## config.mk

```make
export PLATFORM = sky130hd
export DESIGN_NAME = dac_nibreg
export DESIGN_NICKNAME = d
export VERILOG_FILES = /design/src/rtl/dac_nib_pkg.sv /design/src/rtl/dac_nib_wrcap.sv /design/src/rtl/dac_nib_decode.sv /design/src/rtl/dac_nib_latch.sv /design/src/rtl/dac_nibreg.sv
export SDC_FILE = /design/constraint.sdc
export NUM_CORES = 1
export LEC_CHECK = 0
export ABC_AREA = 1
export BUFFER_PORTS_ARGS = -buffer_cell sky130_fd_sc_hd__buf_2
export CAP_MARGIN = 20
export CORE_MARGIN = 1
export CORE_UTILIZATION = 57
export CTS_CLUSTER_DIAMETER = 40
export DETAILED_ROUTE_END_ITERATION = 7
export GPL_TIMING_DRIVEN = 0
export PLACE_DENSITY = 0.88
export SLEW_MARGIN = 5
export SYNTH_ARGS = -nofsm -noshare
export SYNTH_HDL_FRONTEND = slang
export SYNTH_HIERARCHICAL = 1
export SYNTH_SLANG_ARGS = --single-unit
export TNS_END_PERCENT = 30
```

## constraint.sdc

```tcl
create_clock -name clk -period 2 [get_ports clk]
set_input_delay 0.1 -clock clk [delete_from_list [all_inputs] [get_ports clk]]
set_output_delay 0.1 -clock clk [all_outputs]
set_load 0.005 [all_outputs]
```

## src/rtl/dac_nib_pkg.sv

```systemverilog
`timescale 1ns/1ps
package dac_nib_pkg;
  typedef enum logic [1:0] {
    MODE_NIB4   = 2'd0,
    MODE_BYTE_R = 2'd1,
    MODE_BYTE_L = 2'd2,
    MODE_RSVD   = 2'd3
  } bus_mode_e;
endpackage

```

## src/rtl/dac_nib_wrcap.sv

```systemverilog
`timescale 1ns/1ps
// Samples the host strobes and flags a commit on the rising edge of wr_n.
module dac_nib_wrcap
  import dac_nib_pkg::*;
#(
  parameter int DATA_W = 8,
  parameter int ADDR_W = 2
) (
  input  logic              clk,
  input  logic              rst,
  input  logic              cs_n,
  input  logic              wr_n,
  input  logic [ADDR_W-1:0] addr,
  input  logic [DATA_W-1:0] data,
  input  logic [1:0]        mode,
  output logic              commit,
  output logic [ADDR_W-1:0] addr_q,
  output logic [DATA_W-1:0] data_q,
  output bus_mode_e         mode_q
);
  logic active_now;
  logic active_q;
  logic wr_q;

  assign active_now = !cs_n && !wr_n;
  assign commit     = active_q && !wr_q && wr_n;

  always_ff @(posedge clk) begin
    if (rst) begin
      active_q <= 1'b0;
      wr_q     <= 1'b1;
      addr_q   <= '0;
      data_q   <= '0;
      mode_q   <= MODE_NIB4;
    end else begin
      active_q <= active_now;
      wr_q     <= wr_n;
      if (active_now) begin
        addr_q <= addr;
        data_q <= data;
      end else begin
        mode_q <= bus_mode_e'(mode);
      end
    end
  end
endmodule

```

## src/rtl/dac_nib_decode.sv

```systemverilog
`timescale 1ns/1ps
// Turns a committed write into active-low nibble loads and a transfer strobe.
module dac_nib_decode
  import dac_nib_pkg::*;
#(
  parameter int NIB_W = 4,
  localparam int DATA_W = 2 * NIB_W
) (
  input  logic                  commit,
  input  bus_mode_e             mode_q,
  input  logic [1:0]            addr_q,
  input  logic [DATA_W-1:0]     data_q,
  output logic [2:0]            ld_n,
  output logic                  xfer_n,
  output logic [2:0][NIB_W-1:0] nib_data
);
  logic [NIB_W-1:0] lo_half;
  logic [NIB_W-1:0] hi_half;

  assign lo_half = data_q[NIB_W-1:0];
  assign hi_half = data_q[DATA_W-1:NIB_W];

  always_comb begin
    ld_n     = '1;
    xfer_n   = 1'b1;
    nib_data = {lo_half, lo_half, lo_half};
    if (commit) begin
      unique case (mode_q)
        MODE_NIB4: begin
          unique case (addr_q)
            2'd0: ld_n[0] = 1'b0;
            2'd1: ld_n[1] = 1'b0;
            2'd2: ld_n[2] = 1'b0;
            default: xfer_n = 1'b0;
          endcase
        end
        MODE_BYTE_R: begin
          if (addr_q == 2'd2) begin
            ld_n[0]     = 1'b0;
            ld_n[1]     = 1'b0;
            nib_data[0] = lo_half;
            nib_data[1] = hi_half;
          end else if (addr_q == 2'd1) begin
            ld_n[2]     = 1'b0;
            nib_data[2] = lo_half;
            xfer_n      = 1'b0;
          end
        end
        MODE_BYTE_L: begin
          if (addr_q == 2'd2) begin
            ld_n[0]     = 1'b0;
            nib_data[0] = hi_half;
          end else if (addr_q == 2'd1) begin
            ld_n[1]     = 1'b0;
            ld_n[2]     = 1'b0;
            nib_data[1] = lo_half;
            nib_data[2] = hi_half;
            xfer_n      = 1'b0;
          end
        end
        default: ;
      endcase
    end
  end
endmodule

```

## src/rtl/dac_nib_latch.sv

```systemverilog
`timescale 1ns/1ps
// One staging nibble; exposes its next value so a transfer can see new data.
module dac_nib_latch #(
  parameter int NIB_W = 4
) (
  input  logic             clk,
  input  logic             rst,
  input  logic             ld_n,
  input  logic [NIB_W-1:0] din,
  output logic [NIB_W-1:0] q_next
);
  logic [NIB_W-1:0] q;

  assign q_next = ld_n ? q : din;

  always_ff @(posedge clk) begin
    if (rst) q <= '0;
    else     q <= q_next;
  end
endmodule

```

## src/rtl/dac_nibreg.sv

```systemverilog
`timescale 1ns/1ps
module dac_nibreg
  import dac_nib_pkg::*;
#(
  parameter int NIB_W = 4,
  localparam int NIB_CNT = 3,
  localparam int DATA_W  = 2 * NIB_W,
  localparam int CODE_W  = NIB_CNT * NIB_W
) (
  input  logic              clk,
  input  logic              rst,
  input  logic              cs_n,
  input  logic              wr_n,
  input  logic [1:0]        addr,
  input  logic [DATA_W-1:0] data,
  input  logic [1:0]        mode,
  output logic [CODE_W-1:0] dac_code
);
  logic                        commit;
  logic [1:0]                  addr_q;
  logic [DATA_W-1:0]           data_q;
  bus_mode_e                   mode_q;
  logic [NIB_CNT-1:0]          ld_n;
  logic                        xfer_n;
  logic [NIB_CNT-1:0][NIB_W-1:0] nib_data;
  logic [NIB_CNT-1:0][NIB_W-1:0] nib_next;

  dac_nib_wrcap #(.DATA_W(DATA_W), .ADDR_W(2)) u_wrcap (
    .clk    (clk),
    .rst    (rst),
    .cs_n   (cs_n),
    .wr_n   (wr_n),
    .addr   (addr),
    .data   (data),
    .mode   (mode),
    .commit (commit),
    .addr_q (addr_q),
    .data_q (data_q),
    .mode_q (mode_q)
  );

  dac_nib_decode #(.NIB_W(NIB_W)) u_decode (
    .commit   (commit),
    .mode_q   (mode_q),
    .addr_q   (addr_q),
    .data_q   (data_q),
    .ld_n     (ld_n),
    .xfer_n   (xfer_n),
    .nib_data (nib_data)
  );

  for (genvar g = 0; g < NIB_CNT; g++) begin : g_nib
    dac_nib_latch #(.NIB_W(NIB_W)) u_latch (
      .clk    (clk),
      .rst    (rst),
      .ld_n   (ld_n[g]),
      .din    (nib_data[g]),
      .q_next (nib_next[g])
    );
  end

  always_ff @(posedge clk) begin
    if (rst)          dac_code <= '0;
    else if (!xfer_n) dac_code <= nib_next;
  end
endmodule

```

==> qor.yml, run 1 <==
sta:
  rsz0062_at_grt: "no"
  min_period_ns: 1.788
  setup_tns_ns: 0
  holdWs_ns: 0.03325
  clock_skew_ns: 0.01010
  hold_violations: 0
  max_slew_margin: 0.6625
  worstMarginPinSlew_ns: 0.5041
  fin_crit_sh: 0.8940
  setup_viol: 0
  fin_ws_ns: 0.2120
  fmax_mhz: 559.3
  drv_slew: 0
place:
  place_inst: 419
  dpl_worst_slack_ns: 0.2225
  io_buffer_count: 27
  gp_congestion: 0.8819
  place_area_um2: 2282
  dp_hpwl_um: 2939
cells_and_area:
  drive_gt1_frac: 0.1740
  final_cells: 431
  fin_util: 0.7132
  final_cell_mix: "116 x nand2_1, 73 x inv_1, 60 x nor2_1"
  antenna_cells: 0
  final_common_cell: "nand2_1"
  layout.nets: 404
  final_area_um2: 2436
  area_growth_pct: 16.59
global_route:
  grt-ovfl-total: 0
  grt_max_degree: 16
  track_usage: 0.2412
  first_global_vias: 1975
  antenna_found_initial: 0
  grt_pass1_wl_um: 7465
logic_synthesis:
  ys_top_cells_by_area: "dfxtp_1 36%, nand2_1 21%, inv_1 13%"
  synth_cell_types: 19
  synth_compound_area_frac: 0.01976
  synth_area_um2: 2090
  synth_top_area_frac: 0.3641
  synth_area_per_cell_um2: 6.039
  syn-num-nets: 366
  synth_mux_area_frac: 0
  synthSimpleGateAreaFrac: 0.4204
  syn_inst: 346
  synth_seq_area_share: 0.3641
  yosysWarnings: 6
  synth_fa_ha_area_frac: 0.02395
  yosys.area.top_type: "dfxtp_1"
  synth_top_family_by_area: "simple AND/OR/NAND/NOR gates"
  synth_xor_area_frac: 0
  ys_ff_latch: 38
route:
  drt_wl_total_um: 4061
  drtAntennaViolNets: 0
  drc_errors: 0
  drtIter0Drc: 104
  drtPass1Iterations: 4
  vias: 1997
  vias_per_cell: 4.633
  wl_per_cell_um: 9.422
critical_path:
  crit_arrival_ns: 2.09
  path_class: "reg2reg"
  crit_path_max_fanout: 8
  startpoint_type: "flop"
  reg2reg_slack_ns: 0.21
  endpoint_kind: "flop"
  cp_data_required_time_ns: 2.31
clock_network:
  path_clk_slew_ns: 0.12
  clock-sinks: 38
  cts_buffer_depth: 2
  root_buffer: "clkbuf_4"
  clk-insertion-delay-late_ns: 0.36
  cts_buffers: 5
  cts_tree: "yes"
  htreeDepth: 2
floorplan:
  num_io_pins: 28
  start_util: 0.6117
  num_rows: 21
  dieArea_um2: 3912
  fp.dieH_um: 62.55
  core_um2: 3416
  die_x_um: 62.55
outcome:
  status: "finished clean"
power:
  power_density_nw_per_um2: 684.0
  p_total_mw: 1.666
  ir_drop_mv: 0.6132
  leakagePower_nw: 1.470
flow_run:
  max-cap-violations: 0
min_path:
  worstHoldPathType: "in2reg"
[synth_stat cells]
| master | instances |
|---|---|
| or2_2 | 1 |
| nand2_4 | 1 |
| dfxtp_1 | 38 |
| nand2_1 | 116 |
| o21ai_0 | 2 |
| inv_2 | 8 |
| nor2_1 | 61 |
| o211ai_1 | 1 |
| inv_1 | 73 |
| nand3_1 | 17 |
| nor2_8 | 1 |
| o21ai_1 | 3 |
| buf_2 | 2 |
| ha_1 | 4 |
| nor2_4 | 2 |
| buf_6 | 4 |
| nand2_2 | 7 |
| a21oi_2 | 1 |
| nor2_2 | 4 |
[critical path, cell delays in order (launching register included)]
cell	delay [ns]
dfxtp_1	0.41
inv_1	0.10
ha_1	0.40
nand2_4	0.11
nor2_8	0.15
nand3_1	0.09
nand2_1	0.08
inv_1	0.04
nand2_1	0.06
nand2_1	0.08
inv_1	0.08
nor2_1	0.04
nor2_1	0.10
[per-layer routing]
layer / GRT usage / wire length, um / vias up / share of wire
li1: - / - / 1063 / -
met1: 0.2605 / 1757 / 888 / 0.43
met2: 0.4348 / 2037 / 35 / 0.50
met3: 0.05109 / 163 / 11 / 0.040
met4: 0.1308 / 101 / 0 / 0.025
met5: 0 / 0 / - / 0
[where the power goes]
| part | total (mW) | switching, mW | internal (mW) | leakage (nW) |
|---|---|---|---|---|
| combinational | 0.190 | 0.117 | 0.0730 | 1.10 |
| clock | 0.680 | 0.257 | 0.423 | 0.0585 |
| sequential | 0.796 | 0.0180 | 0.778 | 0.309 |
| total | 1.67 | 0.392 | 1.27 | 1.47 |
[layout make-up]
type                    count  area (um^2)
fillers                   295        979.7
multi-input cells         221        972.2
flip-flops and latches     38        760.7
inverters                  81        304.0
repair buffers             31        175.2
clock inverters             2        60.06
well taps                  46        57.56
plain buffers               6        55.05
clock buffers               6        51.30
[path summary, 6_finish.rpt]
path,start,end,cells after the start
worst min register to register,u_wrcap/data_q[4],u_wrcap/data_q[4],2
worst min-delay path,data[7],u_wrcap/data_q[7],5
worst max register to register,u_wrcap/mode_q[0],dac_code[1],12
worst max-delay path,u_wrcap/mode_q[0],dac_code[1],12
[sequential cells by signal (all words and copies together) (netlist names)]
name	cells
dac_code	12
g_nib.u_latch/q	12
u_wrcap/wr_q	1
u_wrcap/data_q	8
u_wrcap/active_q	1
u_wrcap/addr_q	2
u_wrcap/mode_q	2
[kinds of logic (layout without fill, tap and decap cells)]
logic type / Yosys count / after routing
buffers and inverters: 87 / 126
AO/OA/AOI/OAI: 7 / 7
AND/OR/NAND/NOR: 210 / 210
flip-flops: 38 / 38
adder cells (fa/ha/maj): 4 / 4
[timing repair]
item	4_1_cts	5_1_grt
hold buffers	4	0
gates resized for setup	0	1
setup buffers	0	0
hold endpoints to repair	4	0
endpoints found under the setup margin	0	3
No activity file was read; power rests on OpenSTA's default activity.
==> inputs of run 2 (changes only) <==
--- a/config.mk
+++ b/config.mk
@@ -9,11 +9,11 @@
 export BUFFER_PORTS_ARGS = -buffer_cell sky130_fd_sc_hd__buf_2
 export CAP_MARGIN = 20
 export CORE_MARGIN = 1
-export CORE_UTILIZATION = 57
+export CORE_UTILIZATION = 60
 export CTS_CLUSTER_DIAMETER = 40
 export DETAILED_ROUTE_END_ITERATION = 7
 export GPL_TIMING_DRIVEN = 0
-export PLACE_DENSITY = 0.88
+export PLACE_DENSITY = 0.92
 export SLEW_MARGIN = 5
 export SYNTH_ARGS = -nofsm -noshare
 export SYNTH_HDL_FRONTEND = slang
==> constraint.sdc (replaced) <==
create_clock -name clk -period 2.2 [get_ports clk]
set_input_delay 0.11 -clock clk [delete_from_list [all_inputs] [get_ports clk]]
set_output_delay 0.11 -clock clk [all_outputs]
set_load 0.005 [all_outputs]
==> run 2 against run 1 <==
  * Largest cell class unchanged
  * Sequential cell count stayed put
  * Clock skew hardly changed
  * Combinational power is 10% lower
  * Cell area is 2.5% lower
  * Routed wire length is 2.7% lower
  * Sequential share of layout area is 0.79 points higher
  * Worst setup slack better by 0.18 ns
  * Total power is 23% lower
  * Die area is 4.8% lower
==> qor.yml, run 2 (synthesis results as in run 1) <==
outcome:
  status: "finished clean"
power:
  pwr-share-seq: 0.563
  ir_drop_mv: 0.3780
  leakagePower_nw: 1.441
  p_sw_mw: 0.3600
  combPwrFrac: 0.133
  p_sw_frac: 0.2799
  p_total_mw: 1.286
  power_frac_clock: 0.304
  intPower_mw: 0.9262
  power_density_nw_per_um2: 541.3
sta:
  hold_violations: 0
  min_period_ns: 1.809
  max_slew_margin: 0.6876
  setup_viol: 0
  setup_tns_ns: 0
  rsz0062_at_grt: "no"
  worstMarginPinSlew_ns: 0.4665
  fmax_mhz: 552.9
  fin_crit_sh: 0.8222
  holdWs_ns: 0.02591
  drv_slew: 0
  clock_skew_ns: 0.01034
cells_and_area:
  drive_gt1_frac: 0.1719
  final_common_cell: "nand2_1"
  fill_cells: 289
  final_area_um2: 2376
  largestRegisters: "dac_code (12), g_nib.u_latch/q (12), u_wrcap/data_q (8)"
  antenna_cells: 0
  layout.nets: 403
  area_growth_pct: 13.71
  final_cell_mix: "116 x nand2_1, 73 x inv_1, 61 x nor2_1"
place:
  gp_congestion: 0.9612
  dp_hpwl_um: 2912
  place_area_um2: 2282
  io_buffer_count: 27
min_path:
  worstHoldPathType: "in2reg"
critical_path:
  path_class: "reg2reg"
  startpoint_type: "flop"
  cp_data_required_time_ns: 2.45
  crit_path_max_fanout: 10
  endpoint_kind: "flop"
  crit_arrival_ns: 2.06
route:
  drtIter0Drc: 76
  drc_errors: 0
  vias: 1933
  wl_per_cell_um: 9.193
  drtPass1Iterations: 6
  vias_per_cell: 4.495
  drt_wl_total_um: 3953
  drtAntennaViolNets: 0
clock_network:
  cts_setup_buffers: 0
  path_clk_slew_ns: 0.11
  htreeDepth: 2
  cts_buffers: 5
  root_buffer: "clkbuf_4"
  cts_tree: "yes"
  cts_buffer_depth: 2
  hold_buffers: 3
  clock-sinks: 38
  clk-insertion-delay-late_ns: 0.35
  cts_resized: 0
global_route:
  grt_max_degree: 16
  grt_pass1_wl_um: 6603
  antenna_found_initial: 0
  first_global_vias: 1692
  grt-ovfl-total: 0
  track_usage: 0.2388
floorplan:
  fp.dieH_um: 61.01
  num_io_pins: 28
  num_rows: 21
  dieArea_um2: 3722
  core_um2: 3337
  start_util: 0.6262
  die_x_um: 61.01
flow_run:
  max-cap-violations: 0
-- run 2: path summary, 6_finish.rpt --
kind,start,end,slack [ns],cells past startpoint
max,u_wrcap/active_q,dac_code[1],0.39,8
min,wr_n,u_wrcap/wr_q,0.03,2
max reg2reg,u_wrcap/active_q,dac_code[1],0.39,8
min reg2reg,u_wrcap/data_q[4],u_wrcap/data_q[4],0.50,2
-- run 2: per-stage QoR --
step                      setup slack [ns]  cells  utilization
after floorplan                     0.6821    346            -
after global placement              0.4583    419       0.6839
after detailed placement            0.4377    419       0.6839
after CTS                           0.3958    430       0.7120
after global routing                0.1032    430       0.7120
final                               0.3912    430       0.7120
-- run 2: per-layer routing --
metal / track usage / vias to the layer above / share of wire
met4: 0.1104 / 0 / 0.018
met2: 0.4192 / 47 / 0.48
met1: 0.2820 / 818 / 0.47
met3: 0.04622 / 7 / 0.035
met5: 0 / - / 0
li1: - / 1061 / -
-- run 2: cell type report --
cell class                      count  area [um^2]  share of cell area
Buffer                              6        55.05             0.02317
Clock buffer                        6        51.30             0.02159
Clock inverter                      2        12.51            0.005266
Inverter                           81        304.0              0.1280
Multi-Input combinational cell    221        969.7              0.4081
Sequential cell                    38        760.7              0.3202
Tap cell                           46        57.56             0.02422
Timing Repair Buffer               30        165.2             0.06951
-- run 2: critical path, stage by stage, from the launching register on --
cell	delay (ns)
dfxtp_1	0.33
nand2_1	0.05
nor2_1	0.30
inv_1	0.08
nor2_1	0.23
nand3_1	0.31
buf_6	0.25
nor2_1	0.12
nor2_1	0.06
-- run 2: power groups by stage --
stage          Combinational, mW  Sequential [mW]  Clock (mW)
3_5_place_dp               0.164            0.739           0
5_1_grt                    0.196            0.727       0.419
6_report                   0.171            0.723       0.392
4_1_cts                    0.169            0.723       0.394
3_3_place_gp               0.160            0.738           0
2_1_floorplan              0.122            0.735           0
==> inputs of run 3 (changes only) <==
--- a/config.mk
+++ b/config.mk
@@ -5,15 +5,15 @@
 export SDC_FILE = /design/constraint.sdc
 export NUM_CORES = 1
 export LEC_CHECK = 0
-export ABC_AREA = 1
+export ABC_AREA = 0
 export BUFFER_PORTS_ARGS = -buffer_cell sky130_fd_sc_hd__buf_2
 export CAP_MARGIN = 20
 export CORE_MARGIN = 1
-export CORE_UTILIZATION = 60
+export CORE_UTILIZATION = 55
 export CTS_CLUSTER_DIAMETER = 40
 export DETAILED_ROUTE_END_ITERATION = 7
 export GPL_TIMING_DRIVEN = 0
-export PLACE_DENSITY = 0.92
+export PLACE_DENSITY = 0.87
 export SLEW_MARGIN = 5
 export SYNTH_ARGS = -nofsm -noshare
 export SYNTH_HDL_FRONTEND = slang
==> constraint.sdc (replaced) <==
create_clock -name clk -period 1.8 [get_ports clk]
set_input_delay 0.09 -clock clk [delete_from_list [all_inputs] [get_ports clk]]
set_output_delay 0.09 -clock clk [all_outputs]
set_load 0.005 [all_outputs]
==> run 3 against run 2 <==
  * The flow now finishes with violations (negative setup slack)
  * Hold slack lost 0.023 ns
  * Clock power increased by 44%
  * Cell count is 38% lower
  * Routed wire length down 2.2%
  * Worst setup slack got worse by 0.50 ns
  * First-iteration DRC count decreased by 49%
  * Register-to-register slack worse by 0.50 ns
  * Die area shrank 6.7%
  * Global-route usage decreased by 0.31 points
  * Non-clock buffer count is 4 higher
  * Maximum frequency down 5.4%
  * Core utilization is 1.7 points higher
  * Critical endpoint is now dac_code[7]
  * Largest cell class unchanged
==> qor.yml, run 3 <==
sta:
  hold_violations: 0
  setup_viol: 18
  worstMarginPinSlew_ns: 0.4423
  setup_tns_ns: -0.9075
  min_period_ns: 1.913
  rsz0062_at_grt: "yes"
  clock_skew_ns: 0.007424
  max_slew_margin: 0.7051
  drv_slew: 0
  fin_crit_sh: 1.063
  fin_ws_ns: -0.1125
  fmax_mhz: 522.9
power:
  p_total_mw: 1.615
  ir_drop_mv: 0.4515
  power_density_nw_per_um2: 725.3
  leakagePower_nw: 1.005
global_route:
  first_global_vias: 1405
  grt_pass1_wl_um: 6210
  grt-ovfl-total: 0
  track_usage: 0.2358
  antenna_found_initial: 0
  grt_max_degree: 21
clock_network:
  htreeDepth: 2
  cts_buffers: 5
  clock-sinks: 38
  hold_buffers: 0
  path_clk_slew_ns: 0.11
  cts_buffer_depth: 2
  clk-insertion-delay-late_ns: 0.33
  cts_tree: "yes"
  root_buffer: "clkbuf_4"
route:
  vias: 1510
  drtIter0Drc: 39
  vias_per_cell: 5.655
  wl_per_cell_um: 14.48
  drc_errors: 0
  drtAntennaViolNets: 0
  drtPass1Iterations: 4
  drt_wl_total_um: 3866
critical_path:
  r2r-end: "dac_code[7]"
  slowest_stage: "dfxtp_4"
  cp_cell_sequence: "inv_4 > ha_4 > and4b_2 > and2_4 > a22o_1 > mux2_2 > mux2i_1 > nor2_1"
  path_class: "reg2reg"
  startpoint_type: "flop"
  crit_arrival_ns: 2.13
  cp_data_required_time_ns: 2.02
  endpoint_kind: "flop"
  r2r_start: "u_wrcap/mode_q[0]"
  crit_path_max_fanout: 5
  cp_top_family: "simple AND/OR/NAND/NOR gates"
  critPathBufInv: 1
  r2r_cells: 8
  cpPeakStageDelay_ns: 0.40
  crit_start: "u_wrcap/mode_q[0]"
  worstSetupPathDepth: 8
  reg2reg_slack_ns: -0.11
logic_synthesis:
  synth.most_common_cell: "dfxtp_1"
  synthSimpleGateAreaFrac: 0.2014
  synth_xor_area_frac: 0
  synth_area_um2: 1783
  yosysWarnings: 6
  synth_compound_area_frac: 0.1586
  synth_edf_count: 0
  synth_common_cells: "38 x dfxtp_1, 15 x nor2_1, 15 x o21ai_0"
  synth_cell_types: 30
  syn-num-nets: 204
  yosys.area.top_type: "dfxtp_1"
  synth_seq_area_share: 0.4267
  ys_top_cells_by_area: "dfxtp_1 43%, mux2_2 7.6%, mux2i_1 7.3%"
  ys_ff_latch: 38
  synth_fa_ha_area_frac: 0.02807
  synthArstFlopShare: 0
  synth_area_per_cell_um2: 9.690
  synth_top_family_by_area: "simple AND/OR/NAND/NOR gates"
  synth_top_area_frac: 0.4267
  ys.flop_type: "dfxtp_1"
  synth_mux_area_frac: 0.1488
  syn_inst: 184
cells_and_area:
  final_cells: 267
  final_cell_mix: "34 x dfxtp_1, 27 x buf_2, 15 x nor2_1"
  largestRegisters: "dac_code (12), g_nib.u_latch/q (12), u_wrcap/data_q (8)"
  layout.nets: 242
  final_area_um2: 2227
  fin_util: 0.7295
  area_growth_pct: 24.91
  drive_gt1_frac: 0.3632
  antenna_cells: 0
  fill_cells: 231
  final_common_cell: "dfxtp_1"
floorplan:
  core_um2: 3053
  fp.dieH_um: 58.94
  num_io_pins: 28
  start_util: 0.5840
  num_rows: 20
  die_x_um: 58.94
  dieArea_um2: 3473
outcome:
  status: "complete, but fails checks"
  failed_checks: "negative setup slack"
flow_run:
  max-cap-violations: 0
min_path:
  worstHoldPathType: "in2reg"
  hp-start: "mode[1]"
  hold_end: "u_wrcap/mode_q[1]"
  hold_depth: 3
place:
  dp_hpwl_um: 2543
  place_inst: 255
  gp_congestion: 0.8986
  io_buffer_count: 27
  place_area_um2: 1992
==> run 3: cell count changes in the layout (fill, tap and decap cells not counted), sizes merged, moves of 12 or more <==
| cell | before | now |
|---|---|---|
| nand2 | 124 | 6 |
| inv | 81 | 2 |
| nor2 | 68 | 15 |
| a21oi | 1 | 14 |
| mux2i | 0 | 13 |
| nor2b | 0 | 13 |
| mux2 | 0 | 12 |
| nand3 | 17 | 5 |
| or3b | 0 | 12 |
==> run 3: where the power goes <==
group	internal, mW	switching [mW]
logic	0.0810	0.0935
clock network	0.295	0.270
registers	0.856	0.0199
total	1.23	0.383
==> run 3: cell families (layout without fill, tap and decap cells) <==
group,Yosys count,in the layout
and+or+nand+nor,61,61
AOI/OAI and AO/OA,45,45
DFF,38,38
adders and majority gates,4,4
buffers and inverters,11,50
muxes,25,25
==> run 3: per-layer routing <==
| metal | vias to the layer above | routed length, um | global-route usage |
|---|---|---|---|
| li1 | 735 | - | - |
| met1 | 731 | 1716 | 0.3051 |
| met2 | 40 | 1940 | 0.3864 |
| met3 | 4 | 183 | 0.05495 |
| met4 | 0 | 26 | 0.07823 |
| met5 | - | 0 | 0 |
==> run 3: area by class of cell <==
class / count / area, um^2 / area share
multi-input combinational: 135 / 1089 / 0.4888
sequential: 38 / 768.2 / 0.3449
timing repair buffer: 31 / 168.9 / 0.07584
buffer: 9 / 61.31 / 0.02753
tap: 44 / 55.05 / 0.02472
clock buffer: 7 / 45.04 / 0.02022
clock inverter: 1 / 30.03 / 0.01348
inverter: 2 / 10.01 / 0.004494
==> run 3: worst max-delay path by stage <==
stage / endpoint
after floorplan: dac_code[10]
after global placement: dac_code[11]
after detailed placement: dac_code[8]
after CTS: dac_code[6]
after global routing: dac_code[2]
final: dac_code[7]
==> run 3: through the flow <==
step | hold WS, ns | setup WS, ns
final | 0.002972 | -0.1125
after global routing | 0.001699 | -0.1765
after CTS | 0.007790 | -0.07389
after detailed placement | 0.3594 | -0.3045
after global placement | 0.3557 | -0.2640
after floorplan | 0.1517 | 0.0006516
==> run 3: worst min-delay path, cell delays in order <==
cell and delay [ns]:
buf_2 0.09, o21ai_0 0.06, a21oi_1 0.06
==> run 3: repair_timing <==
item / CTS / global route
cloned: 0 / 0
pin swaps: 11 / 8
setup buffers: 4 / 0
gates resized for setup: 20 / 12
endpoints found under the setup margin: 24 / 24
